### src/rtl/rff_pkg.sv
package rff_pkg;

  typedef enum logic [2:0] {
    CC_ALWAYS  = 3'd0,
    CC_ZERO    = 3'd1,
    CC_NONZERO = 3'd2,
    CC_NEG     = 3'd3,
    CC_NONNEG  = 3'd4,
    CC_POS     = 3'd5,
    CC_LE      = 3'd6,
    CC_OVF     = 3'd7
  } cond_e;

  typedef struct packed {
    logic sign;
    logic zero;
  } rflag_t;

  // condition evaluation against one register's flags
  function automatic logic cond_eval(input rflag_t f, input logic any_ovf, input cond_e cc);
    logic r;
    case (cc)
      CC_ALWAYS:  r = 1'b1;
      CC_ZERO:    r = f.zero;
      CC_NONZERO: r = !f.zero;
      CC_NEG:     r = f.sign;
      CC_NONNEG:  r = !f.sign;
      CC_POS:     r = !f.sign && !f.zero;
      CC_LE:      r = f.sign || f.zero;
      default:    r = any_ovf;
    endcase
    return r;
  endfunction

endpackage

### src/rtl/rff_capture.sv
module rff_capture
  import rff_pkg::*;
#(
  parameter int NREG = 16,
  parameter int DW   = 16
) (
  input  logic                    clk,
  input  logic                    rst_n,
  input  logic                    sw_en,
  input  logic [$clog2(NREG)-1:0] sw_idx,
  input  logic [DW-1:0]           sw_data,
  input  logic                    lw_en,
  input  logic [$clog2(NREG)-2:0] lw_pair,
  input  logic [2*DW-1:0]         lw_data,
  output logic [NREG-1:0]         sign_now,
  output logic [NREG-1:0]         zero_now,
  output logic [NREG-1:0]         sign_q,
  output logic [NREG-1:0]         zero_q
);
  localparam int IDX_W  = $clog2(NREG);
  localparam int PAIR_W = IDX_W - 1;

  function automatic rflag_t derive(input logic [DW-1:0] v);
    rflag_t f;
    f.sign = v[DW-1];
    f.zero = (v == '0);
    return f;
  endfunction

  logic [NREG-1:0] hit_short;
  logic [NREG-1:0] hit_long;

  for (genvar i = 0; i < NREG; i++) begin : g_reg
    logic [DW-1:0] half;
    rflag_t        nxt;
    assign hit_short[i] = sw_en && (sw_idx == IDX_W'(i));
    assign hit_long[i]  = lw_en && (lw_pair == PAIR_W'(i / 2));
    assign half         = lw_data[(i % 2)*DW +: DW];

    always_comb begin
      if (hit_short[i])     nxt = derive(sw_data);
      else if (hit_long[i]) nxt = derive(half);
      else                  nxt = '{sign: sign_q[i], zero: zero_q[i]};
    end

    assign sign_now[i] = nxt.sign;
    assign zero_now[i] = nxt.zero;

    always_ff @(posedge clk or negedge rst_n) begin
      if (!rst_n) begin
        sign_q[i] <= 1'b0;
        zero_q[i] <= 1'b1;
      end else begin
        sign_q[i] <= nxt.sign;
        zero_q[i] <= nxt.zero;
      end
    end
  end

  assert_short_write_R2: assert property (@(posedge clk) disable iff (!rst_n)
    sw_en |=> (zero_q[$past(sw_idx)] == ($past(sw_data) == '0)) &&
              (sign_q[$past(sw_idx)] == $past(sw_data[DW-1])));

  assert_long_low_R3: assert property (@(posedge clk) disable iff (!rst_n)
    (lw_en && !(sw_en && sw_idx[IDX_W-1:1] == lw_pair)) |=>
      (zero_q[{$past(lw_pair), 1'b0}] == ($past(lw_data[DW-1:0]) == '0)) &&
      (zero_q[{$past(lw_pair), 1'b1}] == ($past(lw_data[2*DW-1:DW]) == '0)));

  assert_idle_stable_R2: assert property (@(posedge clk) disable iff (!rst_n)
    (!sw_en && !lw_en) |=> ($stable(sign_q) && $stable(zero_q)));

  assert_sign_zero_excl_R2: assert property (@(posedge clk) disable iff (!rst_n)
    (sign_q & zero_q) == '0);

endmodule

### src/rtl/rff_dynamic.sv
module rff_dynamic #(
  parameter int OVF_N  = 4,
  parameter int LOOP_N = 4
) (
  input  logic                    clk,
  input  logic                    rst_n,
  input  logic [OVF_N-1:0]        ovf_set,
  input  logic [OVF_N-1:0]        ovf_clr,
  input  logic [LOOP_N-1:0]       loop_mask,
  input  logic [LOOP_N-1:0]       loop_val,
  input  logic                    ld_en,
  input  logic [OVF_N+LOOP_N-1:0] ld_val,
  output logic [OVF_N-1:0]        ovf_q,
  output logic [LOOP_N-1:0]       loop_q
);
  logic [OVF_N-1:0]  ovf_nxt;
  logic [LOOP_N-1:0] loop_nxt;

  always_comb begin
    if (ld_en) begin
      ovf_nxt  = ld_val[OVF_N-1:0];
      loop_nxt = ld_val[OVF_N +: LOOP_N];
    end else begin
      ovf_nxt  = (ovf_q & ~ovf_clr) | ovf_set;
      loop_nxt = (loop_q & ~loop_mask) | (loop_val & loop_mask);
    end
  end

  always_ff @(posedge clk or negedge rst_n) begin
    if (!rst_n) begin
      ovf_q  <= '0;
      loop_q <= '0;
    end else begin
      ovf_q  <= ovf_nxt;
      loop_q <= loop_nxt;
    end
  end

  assert_ovf_sticky_R7: assert property (@(posedge clk) disable iff (!rst_n)
    !ld_en |=> ((($past(ovf_q) & ~$past(ovf_clr)) & ~ovf_q) == '0));

  assert_ovf_set_wins_R7: assert property (@(posedge clk) disable iff (!rst_n)
    !ld_en |=> ((ovf_q & $past(ovf_set)) == $past(ovf_set)));

  assert_loop_unmasked_R8: assert property (@(posedge clk) disable iff (!rst_n)
    !ld_en |=> (((loop_q ^ $past(loop_q)) & ~$past(loop_mask)) == '0));

  assert_restore_R9: assert property (@(posedge clk) disable iff (!rst_n)
    ld_en |=> ({loop_q, ovf_q} == $past(ld_val)));

endmodule

### src/rtl/rff_cond.sv
module rff_cond
  import rff_pkg::*;
#(
  parameter int NREG = 16
) (
  input  logic [NREG-1:0]         sign_v,
  input  logic [NREG-1:0]         zero_v,
  input  logic                    any_ovf,
  input  logic [$clog2(NREG)-1:0] idx,
  input  logic [2:0]              cc,
  output logic                    result
);
  rflag_t sel;

  always_comb begin
    sel.sign = sign_v[idx];
    sel.zero = zero_v[idx];
    result   = cond_eval(sel, any_ovf, cond_e'(cc));
  end

  always_comb begin
    if (cc == 3'd0) assert_always_true_R5: assert (result);
  end

endmodule

### src/rtl/status_flag_file.sv
module status_flag_file #(
  parameter int NREG   = 16,
  parameter int DW     = 16,
  parameter int OVF_N  = 4,
  parameter int LOOP_N = 4
) (
  input  logic                      clk,
  input  logic                      rst_n,
  input  logic                      sw_en,
  input  logic [$clog2(NREG)-1:0]   sw_idx,
  input  logic [DW-1:0]             sw_data,
  input  logic                      lw_en,
  input  logic [$clog2(NREG)-2:0]   lw_pair,
  input  logic [2*DW-1:0]           lw_data,
  input  logic [OVF_N-1:0]          ovf_set,
  input  logic [OVF_N-1:0]          ovf_clr,
  input  logic [LOOP_N-1:0]         loop_mask,
  input  logic [LOOP_N-1:0]         loop_val,
  input  logic                      rst_ld_en,
  input  logic [OVF_N+LOOP_N-1:0]   rst_ld_val,
  output logic [OVF_N+LOOP_N-1:0]   dyn_flags,
  input  logic [$clog2(NREG)-1:0]   pq_idx,
  input  logic [2:0]                pq_cc,
  output logic                      pq_true,
  input  logic [$clog2(NREG)-1:0]   bq_idx,
  input  logic [2:0]                bq_cc,
  output logic                      bq_take
);
  logic [NREG-1:0]   sign_now, zero_now, sign_q, zero_q;
  logic [OVF_N-1:0]  ovf_q;
  logic [LOOP_N-1:0] loop_q;
  logic              any_ovf;

  rff_capture #(.NREG(NREG), .DW(DW)) u_capture (
    .clk(clk), .rst_n(rst_n),
    .sw_en(sw_en), .sw_idx(sw_idx), .sw_data(sw_data),
    .lw_en(lw_en), .lw_pair(lw_pair), .lw_data(lw_data),
    .sign_now(sign_now), .zero_now(zero_now),
    .sign_q(sign_q), .zero_q(zero_q)
  );

  rff_dynamic #(.OVF_N(OVF_N), .LOOP_N(LOOP_N)) u_dynamic (
    .clk(clk), .rst_n(rst_n),
    .ovf_set(ovf_set), .ovf_clr(ovf_clr),
    .loop_mask(loop_mask), .loop_val(loop_val),
    .ld_en(rst_ld_en), .ld_val(rst_ld_val),
    .ovf_q(ovf_q), .loop_q(loop_q)
  );

  assign any_ovf   = |ovf_q;
  assign dyn_flags = {loop_q, ovf_q};

  rff_cond #(.NREG(NREG)) u_pred (
    .sign_v(sign_now), .zero_v(zero_now), .any_ovf(any_ovf),
    .idx(pq_idx), .cc(pq_cc), .result(pq_true)
  );

  rff_cond #(.NREG(NREG)) u_branch (
    .sign_v(sign_now), .zero_v(zero_now), .any_ovf(any_ovf),
    .idx(bq_idx), .cc(bq_cc), .result(bq_take)
  );

  assert_ports_agree_R10: assert property (@(posedge clk) disable iff (!rst_n)
    (pq_idx == bq_idx && pq_cc == bq_cc) |-> (pq_true == bq_take));

  assert_ovf_code_R5: assert property (@(posedge clk) disable iff (!rst_n)
    (pq_cc == 3'd7) |-> (pq_true == (dyn_flags[OVF_N-1:0] != '0)));

endmodule

### config.mk
export PLATFORM = sky130hd
export DESIGN_NAME = status_flag_file
export DESIGN_NICKNAME = d
export VERILOG_FILES = /design/src/rtl/rff_pkg.sv /design/src/rtl/rff_capture.sv /design/src/rtl/rff_dynamic.sv /design/src/rtl/rff_cond.sv /design/src/rtl/status_flag_file.sv
export SDC_FILE = /design/constraint.sdc
export NUM_CORES = 1
export LEC_CHECK = 0
export BUFFER_PORTS_ARGS = -buffer_cell sky130_fd_sc_hd__buf_4
export CORE_UTILIZATION = 45
export CTS_CLUSTER_DIAMETER = 60
export DETAILED_ROUTE_END_ITERATION = 10
export PLACE_DENSITY = 0.74
export SLEW_MARGIN = 20
export SYNTH_ARGS = -nofsm -noshare
export SYNTH_HDL_FRONTEND = slang
export SYNTH_SLANG_ARGS = --single-unit
### constraint.sdc
create_clock -name clk -period 4.69 [get_ports clk]
set_input_delay 0.938 -clock clk [delete_from_list [all_inputs] [get_ports clk]]
set_output_delay 0.938 -clock clk [all_outputs]
set_load 0.02 [all_outputs]
# Word level (Yosys, flattened, before mapping)
# Index checks and enable logic that the tools add are counted.
totals:
  out_inout_bits: 10
  wordCells: 161
  reg_bits: 40
  inputBits: 98
op_classes:
  reduce_logical: 40
  bitwise_logic: 7
  mux: 44
  n_lt_le_gt_ge: 2
  n_eq_ne: 34
op_table:
  columns: ["op", "n"]
  rows:
  - ["$mux 2", 32]
  - ["$logic_not 16->1", 3]
  - ["$eq 4x4->1 const B", 8]
  - ["$eq 3x3->1 const B", 10]
  - ["$logic_and 1x1->1", 26]
  - ["$eq 3x2->1 const B", 6]
  - ["$bmux 1 s4", 4]
  - ["$eq 4x3->1 const B", 4]
  - ["$pmux 1 s7", 2]
  - ["$and 4x4->4", 3]
  - ["$lt 4x5->1 const B", 2]
  - ["$eq 3x1->1 const B", 3]
  - ["$logic_not 3->1", 3]
  - ["$eq 4x2->1 const B", 2]
  - ["$mux 4", 2]
  - ["$not 4->4", 2]
  - ["$or 4x4->4", 2]
  - ["$eq 4x1->1 const B", 1]
  - ["$logic_not 1->1", 4]
  - ["$logic_not 4->1", 1]
  - ["$mux 1", 4]
  - ["$reduce_or 4->1", 1]
  - ["$logic_or 1x1->1", 2]

# Depth between registers and ports, before layout
depth:
  word_depth: 9
  depth_mapped: 11
  ltp_nobuf: 9

# By module
# A second synthesis with hierarchy kept.
unflattened:
  hier_cells: 291
  hier_area_um2: 2912.8
by_module_without_submodules:
  columns: ["module", "n_inst", "seq_area_each_um2", "area_per_inst_um2", "cells_per_inst"]
  rows:
  - ["rff_capture", 1, 820.8, 1830.5, 189]
  - ["rff_cond", 2, 0.0, 349.1, 34]
  - ["rff_dynamic", 1, 200.2, 376.6, 33]
  - ["status_flag_file", 1, 0.0, 7.5, 1]

# Worst setup path before layout
# Ideal clock, no wire load.
synth_path:
  path_kind: "input -> output"
  from: "input port lw_pair[1]"
  to: "output port bq_take"
  n_path_buf: 0
  path_slack_ns: 0.449
  cell_stages: 9
  arrival_ns: 3.303
  cell_sequence: "nor4b_2 mux2_2 mux2i_1 mux4_2 nor3_1 or4_4 and3b_1 a31oi_1 and3b_1"
synth_between:
  elab_chain_len: 9
synth_lines:
  columns: ["item", "line", "source"]
  rows:
  - ["from (decl)", "status_flag_file.sv:13", "input logic [$clog2(NREG)-2:0] lw_pair,"]
  - ["$eq 3x1->1 (tied with other cells)", "rff_capture.sv:37", "assign hit_long[i] = lw_en && (lw_pair == PAIR_W'(i / 2));"]
  - ["$logic_and 1x1->1", "rff_capture.sv:37", null]
  - ["$mux 2", "rff_capture.sv:42", "else if (hit_long[i]) nxt = derive(half);"]
  - ["$mux 2", "rff_capture.sv:41", "if (hit_short[i]) nxt = derive(sw_data);"]
  - ["$bmux 1 s4, on equally long branches", "rff_cond.sv:16, rff_cond.sv:17", null]
  - ["$mux 1, on equally long branches", "rff_cond.sv:16, rff_cond.sv:17", null]
  - ["$logic_not 1->1, on equally long branches", "rff_pkg.sv:27, rff_pkg.sv:28, rff_pkg.sv:25", null]
  - ["$logic_and 1x1->1", "rff_pkg.sv:28", "CC_POS: r = !f.sign && !f.zero;"]
  - ["$pmux 1 s7 (*)", "rff_pkg.sv:22", "case (cc)"]
  - ["to (decl)", "status_flag_file.sv:27", "output logic bq_take"]
# Mark *: on every way between the ends. The rest lies on a longest branch, timed or not. The select of a mux whose other input is x is not followed.

# Final worst setup path
# Same ends and word-level chain as after synthesis.

==> results.toml <==
[route]
wl_per_cell_um = 17.9
highest_layer = "met4"
drt-pass1-iter-count = 9
detail-route-antenna-nets = 0
num_vias = 3126
met3_wirelength_um = 866
drc_errors = 0
dr_wl_met2_um = 4440
vias_per_cell = 6.12
dr.first_iter.drc_count = 306
wirelength_um = 9160
met1_length_um = 3540

[logic_synthesis]
yosysSeqAreaShare = 0.347
syn_nets = 413
syn_area_mm2 = 0.00294
syn_area_per_cell_um2 = 9.35
yosys.area.top_type_share = 0.204
synthCells = 315
yosysUniqueCellTypes = 49
yosys.area.top_type = "dfrtp_1"
synth_warnings = 0
synth_common_cells = "32 x mux2i_1, 29 x nand2_1, 25 x nor2_1"
synth_top_flop_cell = "dfrtp_1"
yosysMostFrequentCell = "mux2i_1"
synth_edf_count = 0
synth-seq-cells = 40
synth_area_leaders = "dfrtp_1 20%, dfstp_2 14%, mux2i_1 11%"
synthArstFlopShare = 1.00

[die]
die_area_mm2 = 0.00687
rows = 29
start_util = 0.464
coreArea_mm2 = 0.00635
io_pins = 108
die_h_um = 82.9
die_w_um = 82.9

[clock_network]
cts_hold_buf = 0
cts.sinks = 40
clock_path_buffers = 2
postCtsSetupBuffers = 0
cts-buffers-inserted = 5
cts_tree = "yes"
clk_latency_ns = 0.30
root_buffer = "clkbuf_8"
htreeDepth = 2
cts.clk_slew.worst_paths_ns = 0.07
cts_resized = 0

[global_routing]
grt_pass1_wl_um = 14600
grt_max_degree = 41
antenna_found_initial = 0
grt_pass1_vias = 3152
overflow = 0
grt_usage = 0.264

[setup_path]
path_cells = "buf_4 > nor4b_2 > buf_4 > mux2_2 > mux2i_1 > mux4_2 > nor3_1 > or4_4 > and3b_1 > a31oi_1 > and3b_1 > buf_4"
cpMostUsedCell = "buf_4"
cp-endpoint = "bq_take"
r2r_start = "u_capture.zero_q[12]$_DFF_PN1_"
crit_family = "simple AND/OR/NAND/NOR gates"
cp_max_fo = 8
cp_slowest_cell = "or4_4"
ff2ff_path_depth = 3
critPathRequiredTime_ns = 3.75
crit_path_start = "lw_pair[1]"
critPathKind = "input port to primary output"
cp-start-kind = "input port"
cp_slowest_stage_delay_ns = 0.49
r2r_slack_ns = 3.56
rr_endpoint = "u_capture.zero_q[12]$_DFF_PN1_"
cp.arrival_ns = 3.59
worst-path-buf-inv = 3
crit_path_end_kind = "primary output"
cp_num_cells = 12

[sta]
finClkSkew_ns = 0
slew_violations = 0
rsz0062_at_grt = "no"
fin_crit_ns = 4.53
hold_viol = 0
fin_crit_sh = 0.965
tightest_slew_ns = 0.522
tns_ns = 0
fmax_mhz = 221
setup_viol = 0
relSlewSlack = 0.652

[job]
drv_cap = 0

[placed_design]
portBuffers = 107
gp_congestion = 0.943
dp_hpwl_um = 7060
dp_cells = 503

[finish]
drive_gt1_frac = 0.394
num_antenna_cells = 0
fillerInstances = 535
layout.nets = 531
seqCellArea_mm2 = 0.00102
multiInputGateArea_mm2 = 0.00181
final_cells = 511
fin_util = 0.630
area_growth_syn_to_layout_pct = 36.0

[pwr]
p_leak_uw = 0.00196
power.density_mw_per_mm2 = 269
vdd_ir_drop_max_v = 0.000148

[outcome]
outcome = "completed"

[worst_hold_path]
hold_class = "flip-flop to flip-flop"
## logic make-up after synthesis
kind of cell / after synthesis / share of synthesized area
buf+inv: 30 / 0.0387
flops: 40 / 0.347
simple gates: 131 / 0.257
compound gates: 61 / 0.138
mux: 53 / 0.220
## worst min-delay path: stages, from the launching register on
cell	delay, ns
dfrtp_1	0.36
mux2i_1	0.07
o21ai_0	0.13
## layout by cell type (no fill, tap or decap), types with 3 or more instances in the layout
cell	instances
o32ai_1	4
dfrtp_1	24
a22oi_1	4
dfstp_2	16
and3_1	5
nand2_1	29
mux2_1	3
mux2_2	10
mux2i_1	32
nand3_1	5
buf_4	121
nor4_1	14
o31ai_1	3
nor2b_1	11
a211oi_1	3
o21ai_0	14
a21oi_1	15
and4_1	3
o211a_1	3
nand3b_1	4
and4bb_2	3
inv_1	20
nor3b_1	6
and3b_1	4
nor3_1	9
nor2_1	25
a221oi_1	3
mux4_2	8
clkbuf_8	6
## where the power goes
group          switching [µW]  total (µW)  leakage [µW]  internal [µW]
logic                     189         394       0.00146            205
registers                19.3         440      0.000452            421
clock network             126         243     0.0000510            118
## sequential cells by signal, summed over array words and instances (netlist names), named ones only
signal            flops
u_capture.sign_q     16
u_capture.zero_q     16
u_dynamic.ovf_q       4
## metal layers
metal | vias to the layer above | global-route usage
met4 | 0 | 0.118
met3 | 43 | 0.0527
met1 | 1461 | 0.317
li1 | 1420 | -
met5 | - | 0
met2 | 202 | 0.458
## metrics by stage
stage	hold WS (ns)	setup slack, ns	instance area [µm²]	power [µW]
final	0.592	0.165	4000	1080
after detailed placement	0.585	0.197	3910	835
after global routing	0.607	0.0451	4000	1130
after CTS	0.602	0.172	4000	1080
after global placement	0.562	0.254	3910	819
after floorplan	0.555	0.449	2940	661
## layout make-up
cell class,count,area share
clock buffer,6,0.0206
clock inverter,2,0.00250
inverter,20,0.0188
multi-input combinational,245,0.452
sequential,40,0.255
tap,77,0.0241
timing repair buffer,121,0.227
## worst min-delay path by stage
| stage | cells past startpoint | from | endpoint | slack (ns) |
|---|---|---|---|---|
| floorplan | 2 | u_capture.zero_q[6]$_DFF_PN1_ | u_capture.zero_q[6]$_DFF_PN1_ | 0.55 |
| global placement | 2 | flip-flop | flip-flop | 0.56 |
| detailed placement | 2 | flip-flop | flip-flop | 0.59 |
| CTS | 2 | flip-flop | flip-flop | 0.60 |
| global route | 2 | flip-flop | flip-flop | 0.61 |
| finish | 2 | flip-flop | flip-flop | 0.59 |
Power figures use the tool's default switching activity.
